==> config.mk <==
export PLATFORM = sky130hd
export DESIGN_NAME = itv_timer3
export DESIGN_NICKNAME = d
export VERILOG_FILES = /design/src/rtl/itv_pkg.sv /design/src/rtl/itv_seq.sv /design/src/rtl/itv_wave.sv /design/src/rtl/itv_channel.sv /design/src/rtl/itv_timer3.sv
export SDC_FILE = /design/constraint.sdc
export NUM_CORES = 1
export LEC_CHECK = 0
export ABC_AREA = 1
export CORE_ASPECT_RATIO = 0.9
export CORE_MARGIN = 4
export CORE_UTILIZATION = 25
export DETAILED_ROUTE_END_ITERATION = 16
export PLACE_DENSITY = 0.47
export SYNTH_ARGS = -nofsm -noshare
export SYNTH_HDL_FRONTEND = slang
export SYNTH_HIERARCHICAL = 1
export SYNTH_SLANG_ARGS = --single-unit
==> constraint.sdc <==
create_clock -name clk -period 4.1 [get_ports clk]
set_input_delay 0.41 -clock clk [delete_from_list [all_inputs] [get_ports clk]]
set_output_delay 0.41 -clock clk [all_outputs]
set_load 0.02 [all_outputs]
==> src/rtl/itv_pkg.sv <==
package itv_pkg;

    typedef enum logic [1:0] {
        ST_LOADED = 2'd0,
        ST_RUN    = 2'd1,
        ST_AT_TC  = 2'd2,
        ST_PAST   = 2'd3
    } seq_state_e;

    typedef enum logic [2:0] {
        MD_TC_FLAG  = 3'd0,
        MD_ONE_SHOT = 3'd1,
        MD_RATE     = 3'd2,
        MD_SQUARE   = 3'd3,
        MD_STROBE_A = 3'd4,
        MD_STROBE_B = 3'd5
    } mode_e;

    // undefined mode values fall back to the terminal-count flag mode
    function automatic mode_e fold_mode(input logic [2:0] raw);
        if (raw > 3'd5) return MD_TC_FLAG;
        return mode_e'(raw);
    endfunction

    function automatic logic is_periodic(input mode_e m);
        return (m == MD_RATE) || (m == MD_SQUARE);
    endfunction

    function automatic logic is_strobe(input mode_e m);
        return (m == MD_STROBE_A) || (m == MD_STROBE_B);
    endfunction

endpackage

==> src/rtl/itv_seq.sv <==
module itv_seq
    import itv_pkg::*;
#(
    parameter int CW = 17
) (
    input  logic          clk,
    input  logic          rst_n,
    input  logic          load,
    input  logic          adv,
    input  logic          periodic,
    input  logic [CW-1:0] n_cur,
    output seq_state_e    st,
    output logic [CW-1:0] ph
);

    seq_state_e    st_n;
    logic [CW-1:0] ph_n;
    logic [CW-1:0] ph_inc;
    logic          wrap;

    assign ph_inc = ph + 1'b1;
    assign wrap   = (ph_inc == n_cur);

    always_comb begin
        st_n = st;
        ph_n = ph;
        if (load) begin
            st_n = ST_LOADED;
            ph_n = '0;
        end else if (adv) begin
            unique case (st)
                ST_LOADED, ST_RUN: begin
                    if (periodic) begin
                        st_n = ST_RUN;
                        ph_n = wrap ? '0 : ph_inc;
                    end else begin
                        ph_n = ph_inc;
                        st_n = wrap ? ST_AT_TC : ST_RUN;
                    end
                end
                ST_AT_TC: st_n = ST_PAST;
                ST_PAST:  st_n = ST_PAST;
            endcase
        end
    end

    always_ff @(posedge clk) begin
        if (!rst_n) begin
            st <= ST_LOADED;
            ph <= '0;
        end else begin
            st <= st_n;
            ph <= ph_n;
        end
    end

    // phase never exceeds the loaded count
    assert_phase_bound_R10: assert property (@(posedge clk) disable iff (!rst_n)
        ph <= n_cur);

    // a load always restarts the sequence
    assert_load_restart_R1: assert property (@(posedge clk) disable iff (!rst_n)
        load |=> (st == ST_LOADED) && (ph == '0));

endmodule

==> src/rtl/itv_wave.sv <==
module itv_wave
    import itv_pkg::*;
#(
    parameter int CW = 17
) (
    input  mode_e         mode,
    input  seq_state_e    st,
    input  logic [CW-1:0] ph,
    input  logic [CW-1:0] n_cur,
    input  logic          gate,
    output logic          out
);

    logic [CW:0] half;

    assign half = ({1'b0, n_cur} + 1'b1) >> 1;

    always_comb begin
        unique case (mode)
            MD_TC_FLAG:  out = (st == ST_AT_TC) || (st == ST_PAST);
            MD_ONE_SHOT: out = (st == ST_LOADED) || (st == ST_RUN);
            MD_RATE:     out = !gate || ((st == ST_RUN) && (ph == '0));
            MD_SQUARE:   out = !gate || ({1'b0, ph} < half);
            MD_STROBE_A,
            MD_STROBE_B: out = (st == ST_AT_TC);
            default:     out = (st == ST_AT_TC) || (st == ST_PAST);
        endcase
    end

endmodule

==> src/rtl/itv_channel.sv <==
module itv_channel
    import itv_pkg::*;
#(
    parameter int CNT_W    = 16,
    parameter bit GATE_RST = 1'b1
) (
    input  logic             clk,
    input  logic             rst_n,
    input  logic             tick,
    input  logic             load,
    input  logic [CNT_W-1:0] cnt_val,
    input  logic [2:0]       mode_val,
    input  logic             gate_we,
    input  logic             gate_val,
    output logic             tmr_out,
    output logic [CNT_W:0]   elapsed
);

    localparam int            CW   = CNT_W + 1;
    localparam logic [CW-1:0] FULL = CW'(1) << CNT_W;

    logic [CW-1:0] n_q;
    mode_e         mode_q;
    logic          gate_q;
    logic          periodic;
    logic          adv;
    seq_state_e    st;
    logic [CW-1:0] ph;

    always_ff @(posedge clk) begin
        if (!rst_n) begin
            n_q    <= FULL;
            mode_q <= MD_SQUARE;
            gate_q <= GATE_RST;
        end else begin
            if (load) begin
                n_q    <= (cnt_val == '0) ? FULL : {1'b0, cnt_val};
                mode_q <= fold_mode(mode_val);
            end
            if (gate_we) gate_q <= gate_val;
        end
    end

    assign periodic = is_periodic(mode_q);
    assign adv      = tick & (gate_q | ~periodic);

    itv_seq #(.CW(CW)) u_seq (
        .clk      (clk),
        .rst_n    (rst_n),
        .load     (load),
        .adv      (adv),
        .periodic (periodic),
        .n_cur    (n_q),
        .st       (st),
        .ph       (ph)
    );

    itv_wave #(.CW(CW)) u_wave (
        .mode  (mode_q),
        .st    (st),
        .ph    (ph),
        .n_cur (n_q),
        .gate  (gate_q),
        .out   (tmr_out)
    );

    assign elapsed = ph;

    // no tick, no load -> sequence frozen
    assert_idle_hold_R2: assert property (@(posedge clk) disable iff (!rst_n)
        (!load && !tick) |=> ($stable(ph) && $stable(st)));

    // low gate freezes a periodic channel
    assert_gate_freeze_R9: assert property (@(posedge clk) disable iff (!rst_n)
        (!load && !gate_q && periodic) |=> $stable(ph));

    // terminal-count flag stays high until reload
    assert_tc_sticky_R3: assert property (@(posedge clk) disable iff (!rst_n)
        (mode_q == MD_TC_FLAG && tmr_out && !load) |=> tmr_out);

    // strobe lasts one counted tick
    assert_strobe_single_R7: assert property (@(posedge clk) disable iff (!rst_n)
        (is_strobe(mode_q) && tmr_out && tick && !load) |=> !tmr_out);

endmodule

==> src/rtl/itv_timer3.sv <==
module itv_timer3
    import itv_pkg::*;
#(
    parameter int             NCH           = 3,
    parameter int             CNT_W         = 16,
    parameter logic [NCH-1:0] GATE_RST_MASK = 3'b011
) (
    input  logic                      clk,
    input  logic                      rst_n,
    input  logic                      tick,
    input  logic [NCH-1:0]            load_sel,
    input  logic [CNT_W-1:0]          cnt_val,
    input  logic [2:0]                mode_val,
    input  logic [NCH-1:0]            gate_we,
    input  logic                      gate_val,
    output logic [NCH-1:0]            tmr_out,
    output logic [NCH-1:0][CNT_W:0]   elapsed
);

    for (genvar g = 0; g < NCH; g++) begin : g_chan
        itv_channel #(
            .CNT_W    (CNT_W),
            .GATE_RST (GATE_RST_MASK[g])
        ) u_chan (
            .clk      (clk),
            .rst_n    (rst_n),
            .tick     (tick),
            .load     (load_sel[g]),
            .cnt_val  (cnt_val),
            .mode_val (mode_val),
            .gate_we  (gate_we[g]),
            .gate_val (gate_val),
            .tmr_out  (tmr_out[g]),
            .elapsed  (elapsed[g])
        );
    end

endmodule

After elaboration in Yosys (flattened, before gate mapping)
Index checks and enable logic that the tools add are counted.
{"block": "word_totals", "in_bits": 29, "elab_cells": 135, "regBits": 120}
{"block": "classes", "mux": 30, "addsub": 6, "n_lt_le_gt_ge": 4, "bitwise": 10, "n_reduce_logical": 43, "eq_ne": 27}
{"op": "$mux 17", "count": 7}
{"op": "$add 17x1->18 const B", "count": 3}
{"op": "$add 17x1->17 const B", "count": 3}
{"op": "$eq 17x17->1", "count": 3}
{"op": "$logic_not 17->1", "count": 3}
{"op": "$lt 17x17->1", "count": 3}
{"op": "$reduce_or 2->1", "count": 12}
{"op": "$eq 3x2->1 const B", "count": 6}
{"op": "$eq 3x3->1 const B", "count": 6}
{"op": "$logic_not 16->1", "count": 1}
{"op": "$logic_or 1x1->1", "count": 15}
{"op": "$eq 2x2->1 const B", "count": 6}
{"op": "$mux 2", "count": 6}
{"op": "$mux 3", "count": 4}
{"op": "$pmux 1 s4", "count": 3}
{"op": "$pmux 2 s2", "count": 3}
{"op": "$eq 3x1->1 const B", "count": 3}
{"op": "$mux 1", "count": 7}
{"op": "$eq 2x1->1 const B", "count": 3}
{"op": "$logic_not 2->1", "count": 3}
{"op": "$reduce_and 2->1", "count": 3}
{"op": "$not 1->1", "count": 4}
{"op": "$and 1x1->1", "count": 3}
{"op": "$gt 3x3->1 const B", "count": 1}
{"op": "3 further kinds", "count": 9}

Depth between registers and ports, before layout
{"block": "logic_depth", "depth_word": 6, "depth_mapped": 18}

By module
The synthesis kept the hierarchy.
{"module": "itv_seq", "area_each_um2": 1557.7, "cells_each": 285, "instances": 3}
{"module": "itv_wave", "area_each_um2": 870.8, "cells_each": 144, "instances": 3}
{"module": "itv_channel (g_chan[0].u_chan ...)", "area_each_um2": 810.8, "cells_each": 109, "instances": 2}
{"module": "itv_channel (g_chan[2].u_chan)", "area_each_um2": 815.8, "cells_each": 111, "instances": 1}

Least setup slack after synthesis
No wires, ideal clock.
{"block": "synth_timing", "path_type": "register to output", "start": "register g_chan[0].u_chan.n_q[0]", "end": "output port tmr_out[0]", "path_buffers": 0, "path_stages_with_launch": 17, "t_arrival_ns": 2.308, "path_slack_ns": 1.382, "required_time_ns": 3.690, "path_cell_list": "dfxtp_1 ha_1 nand2_1 nor2_2 nand4_1 nor2_2 nand3_2 nor2_2 xnor2_1 ha_1 nand2_1 o21ai_0 a21oi_1 nand2_1 nand2_1 nand2_1 a21oi_1"}
{"block": "synth_between", "elab_chain_len": 4}
{"item": "start, declared", "line_no": "itv_channel.sv:22", "text": "logic [CW-1:0] n_q;"}
{"item": "start signal, assigned", "line_no": "itv_channel.sv:37", "text": "n_q <= (cnt_val == '0) ? FULL : {1'b0, cnt_val};"}
{"item": "$add 17x1->18", "line_no": "itv_wave.sv:16", "text": "assign half = ({1'b0, n_cur} + 1'b1) >> 1;"}
{"item": "$lt 17x17->1", "line_no": "itv_wave.sv:23", "text": "MD_SQUARE: out = !gate || ({1'b0, ph} < half);"}
{"item": "$logic_or 1x1->1", "line_no": "itv_wave.sv:23"}
{"item": "$pmux 1 s4", "line_no": "itv_wave.sv:19", "text": "unique case (mode)"}
{"item": "end, declared", "line_no": "itv_timer3.sv:16", "text": "output logic [NCH-1:0] tmr_out,"}
No other way between the ends.

Worst setup path in the final report
Same ends and word-level chain as after synthesis.

==> impl_metrics.json <==
{
  "status": "finished, final reports clean",
  "number_of_inserted_filler_cells_in_the_final_layout": 4294,
  "holdCritPathClass": "in -> reg",
  "drt.antenna.violating_nets": 0,
  "initial_utilization": 0.253,
  "drc": 0,
  "postSynthCellCount": 1616,
  "yosys_register_bits": 120,
  "cp_max_fo": 5,
  "cp-start-kind": "flip-flop",
  "placed_cells_incl_taps": 2198,
  "comb_power_share": 0.133,
  "synth_edf_count": 0,
  "clock-root-buffer": "sky130_fd_sc_hd__clkbuf_16",
  "floorplan.die_area_um2": 42100,
  "finalWirelength_mm": 30.2,
  "synthesis.yosys.warnings": 6,
  "min_path_cells": 2,
  "min-delay-start": "rst_n",
  "grt-ovfl-total": 0,
  "drt_pass1_iterations": 5,
  "regToRegSetupSlack_ps": 1490,
  "power.switching_fraction": 0.288,
  "p_leak_nw": 5.06,
  "cpMostUsedCell": "sky130_fd_sc_hd__nand2_1",
  "place.detailed.hpwl_mm": 23.5,
  "insertion_delay_ps": 430,
  "antenna_cells_inserted": 0,
  "number_of_endpoints_with_negative_hold_slack_in_the_final_report": 0,
  "cts.sinks": 120,
  "power_frac_seq": 0.382,
  "vias": 10071,
  "final_min_period_over_clock_period": 0.879,
  "pwr-share-clk": 0.485,
  "min_to": "g_chan[1].u_chan/mode_q[1]",
  "routed_via_density": 4.52,
  "grt.total_usage": 0.142,
  "rsz0062_at_grt": "no",
  "cp_cell_sequence": "ha_1, nand2_1, nor2_2, nand4_1, nor2_2, nand3_2, nor2_2, xnor2_1, ha_1, nand2_1, o21ai_0, a21oi_1, nand2_1, nand2_1, nand2_1, a21oi_1, dlymetal6s2s_1",
  "final-seq-area_um2": 2400,
  "post_layout_nonfiller_instances": 2230,
  "switchingPower_uw": 972,
  "r2r_end": "g_chan[1].u_chan/u_seq/ph[11]",
  "detail_route.wl_per_cell_um": 13.5,
  "placeableCoreArea_um2": 38400,
  "intPower_mw": 2.40,
  "multi_input_comb_area_um2": 6410,
  "slew_headroom": 0.465,
  "dp_worst_setup_slack_ps": 558,
  "synth_top_cells_by_area": "sky130_fd_sc_hd__dfxtp_1 (25%), sky130_fd_sc_hd__nand2_1 (18%), sky130_fd_sc_hd__nor2_1 (11%)",
  "avgSynthCellArea_um2": 6.02,
  "maxClockFrequency_ghz": 0.277,
  "finalInstanceArea_um2": 11700,
  "tightest_slew_ps": 800,
  "number_of_distinct_library_cells_after_synthesis": 37,
  "postSynth.asyncResetShare": 0,
  "wp_data_required_ps": 3690,
  "ctsLongestPathBuffers": 2,
  "placement.cell_area_um2": 11100,
  "maxCapViolations": 0,
  "synth.cells.most_frequent": "sky130_fd_sc_hd__nand2_1 (477), sky130_fd_sc_hd__nor2_1 (292), sky130_fd_sc_hd__inv_1 (181)",
  "htreeDepth": 4,
  "synthMostInstantiatedCell": "sky130_fd_sc_hd__nand2_1",
  "first_iter_violations": 591,
  "setup_total_negative_slack_ps": 0,
  "synthFlopType": "sky130_fd_sc_hd__dfxtp_1",
  "synth_seq_area_share": 0.247,
  "power.ir.vdd_worst_uv": 189,
  "worst_reg_to_reg_cells": 14,
  "hold_buffers": 0,
  "cts_made_buffers": 17,
  "timing.final.ws_setup_ps": 496,
  "cts_tree": "yes",
  "whs_ps": 360,
  "area_delta_synth_final_pct": 20.2,
  "synthesis.area_um2": 9720,
  "placement.io_buffers": 82,
  "die_width_um": 216,
  "power.density_cell_area_nw_per_um2": 289,
  "reg2reg_from": "g_chan[1].u_chan/u_seq/ph[0]",
  "worst-endpoint-arrival_ps": 3190,
  "cts.reportedPaths.clkPinSlew_ps": 60,
  "final_nets": 1781,
  "setup_viol": 0,
  "critical_path_end_type": "primary output",
  "grt_pass1_wl_mm": 49.0,
  "critPathMaxStageDelay_ps": 400,
  "boundaryPins": 83,
  "globalplace.congestion": 0.851,
  "std_cell_rows": 68,
  "final_max_slew_viol_count": 0,
  "grt_start_max_net_pins": 52,
  "timing.clock.skew_ps": 14.1,
  "post-synth-top-area-cell": "sky130_fd_sc_hd__dfxtp_1",
  "fin_crit_ps": 3600,
  "critical_path.slowest_cell": "sky130_fd_sc_hd__dfxtp_1",
  "die_h_um": 195,
  "antenna_found_initial": 0,
  "synthesis.nets": 1705,
  "crit_type": "reg -> out",
  "netlist.area_leader.share": 0.247,
  "first_global_vias": 9333,
  "post_route_cells_drive_above_1_share": 0.0598
}
metrics by stage:
step | util | total power [mW]
6_report | 0.305 | 3.37
5_1_grt | 0.305 | 3.55
4_1_cts | 0.304 | 3.43
3_5_place_dp | 0.288 | 1.77
3_3_place_gp | 0.288 | 1.76
2_1_floorplan | - | 1.59
registers in the layout, summed over array words and instances (netlist names):
register / flops
g_chan.u_chan/n_q: 51
g_chan.u_chan/mode_q: 9
g_chan.u_chan/u_seq/ph: 51
g_chan.u_chan/gate_q: 3
g_chan.u_chan/u_seq/st: 6
worst max-delay path: cells and delay by family (launching register included):
| kind | cells | cell delay, ps |
|---|---|---|
| compound gates | 3 | 460 |
| xor+xnor | 1 | 120 |
| fa+ha+maj | 2 | 460 |
| buf+inv | 1 | 280 |
| flops | 1 | 400 |
| simple gates | 10 | 1070 |
power groups by stage:
| stage | Combinational [mW] | Clock [mW] | Sequential (mW) |
|---|---|---|---|
| 3_5_place_dp | 0.452 | 0 | 1.32 |
| 5_1_grt | 0.515 | 1.74 | 1.30 |
| 6_report | 0.450 | 1.64 | 1.29 |
| 2_1_floorplan | 0.307 | 0 | 1.29 |
| 4_1_cts | 0.454 | 1.69 | 1.29 |
| 3_3_place_gp | 0.449 | 0 | 1.31 |
logic make-up (layout without fill, tap and decap cells):
| group | after synthesis | count (layout) | synth area share |
|---|---|---|---|
| xor+xnor | 42 | 42 | 0.0421 |
| buf+inv | 224 | 313 | 0.0936 |
| fa+ha+maj | 60 | 60 | 0.0772 |
| simple gates | 985 | 985 | 0.440 |
| flops | 120 | 120 | 0.247 |
| compound gates | 185 | 185 | 0.100 |
worst max path at each step:
| stage | startpoint | to | slack (ps) | cells after the start |
|---|---|---|---|---|
| 2_1_floorplan | g_chan[0].u_chan/n_q[0] | tmr_out[0] | 1380 | 16 |
| 3_3_place_gp | g_chan[1].u_chan/n_q[0] | tmr_out[1] | 620 | 17 |
| 3_5_place_dp | g_chan[0].u_chan/n_q[0] | tmr_out[0] | 560 | 17 |
| 4_1_cts | g_chan[0].u_chan/n_q[0] | tmr_out[0] | 80 | 17 |
| 5_1_grt | g_chan[0].u_chan/n_q[0] | tmr_out[0] | 230 | 17 |
| 6_report | g_chan[0].u_chan/n_q[0] | tmr_out[0] | 500 | 17 |
cell usage in the layout (no fill, tap or decap), types with 21 or more instances in the layout:
cell type,n
sky130_fd_sc_hd__a21oi_1,88
sky130_fd_sc_hd__clkdlybuf4s50_1,78
sky130_fd_sc_hd__dfxtp_1,120
sky130_fd_sc_hd__ha_1,60
sky130_fd_sc_hd__inv_1,181
sky130_fd_sc_hd__nand2_1,477
sky130_fd_sc_hd__nand3_1,104
sky130_fd_sc_hd__nand3b_1,21
sky130_fd_sc_hd__nand4_1,27
sky130_fd_sc_hd__nor2_1,292
sky130_fd_sc_hd__nor2_2,24
sky130_fd_sc_hd__o21ai_0,74
sky130_fd_sc_hd__xor2_1,30
routing by layer:
layer  part of all wire  global-route usage
met5                  0                   0
met4             0.0092              0.0291
met3              0.038              0.0282
met2               0.43               0.223
met1               0.52               0.203
timing repair:
item,4_1_cts,5_1_grt
endpoints found under the setup margin,0,3
buffers inserted,0,0
resized for setup,0,3
area by class of cell:
| class | instances | area share |
|---|---|---|
| Inverter | 193 | 0.0620 |
| Timing Repair Buffer | 88 | 0.0743 |
| Multi-Input combinational cell | 1272 | 0.548 |
| Tap cell | 525 | 0.0562 |
| Clock inverter | 14 | 0.0168 |
| Clock buffer | 18 | 0.0367 |
| Sequential cell | 120 | 0.206 |
No activity file was read; power rests on OpenSTA's default activity.
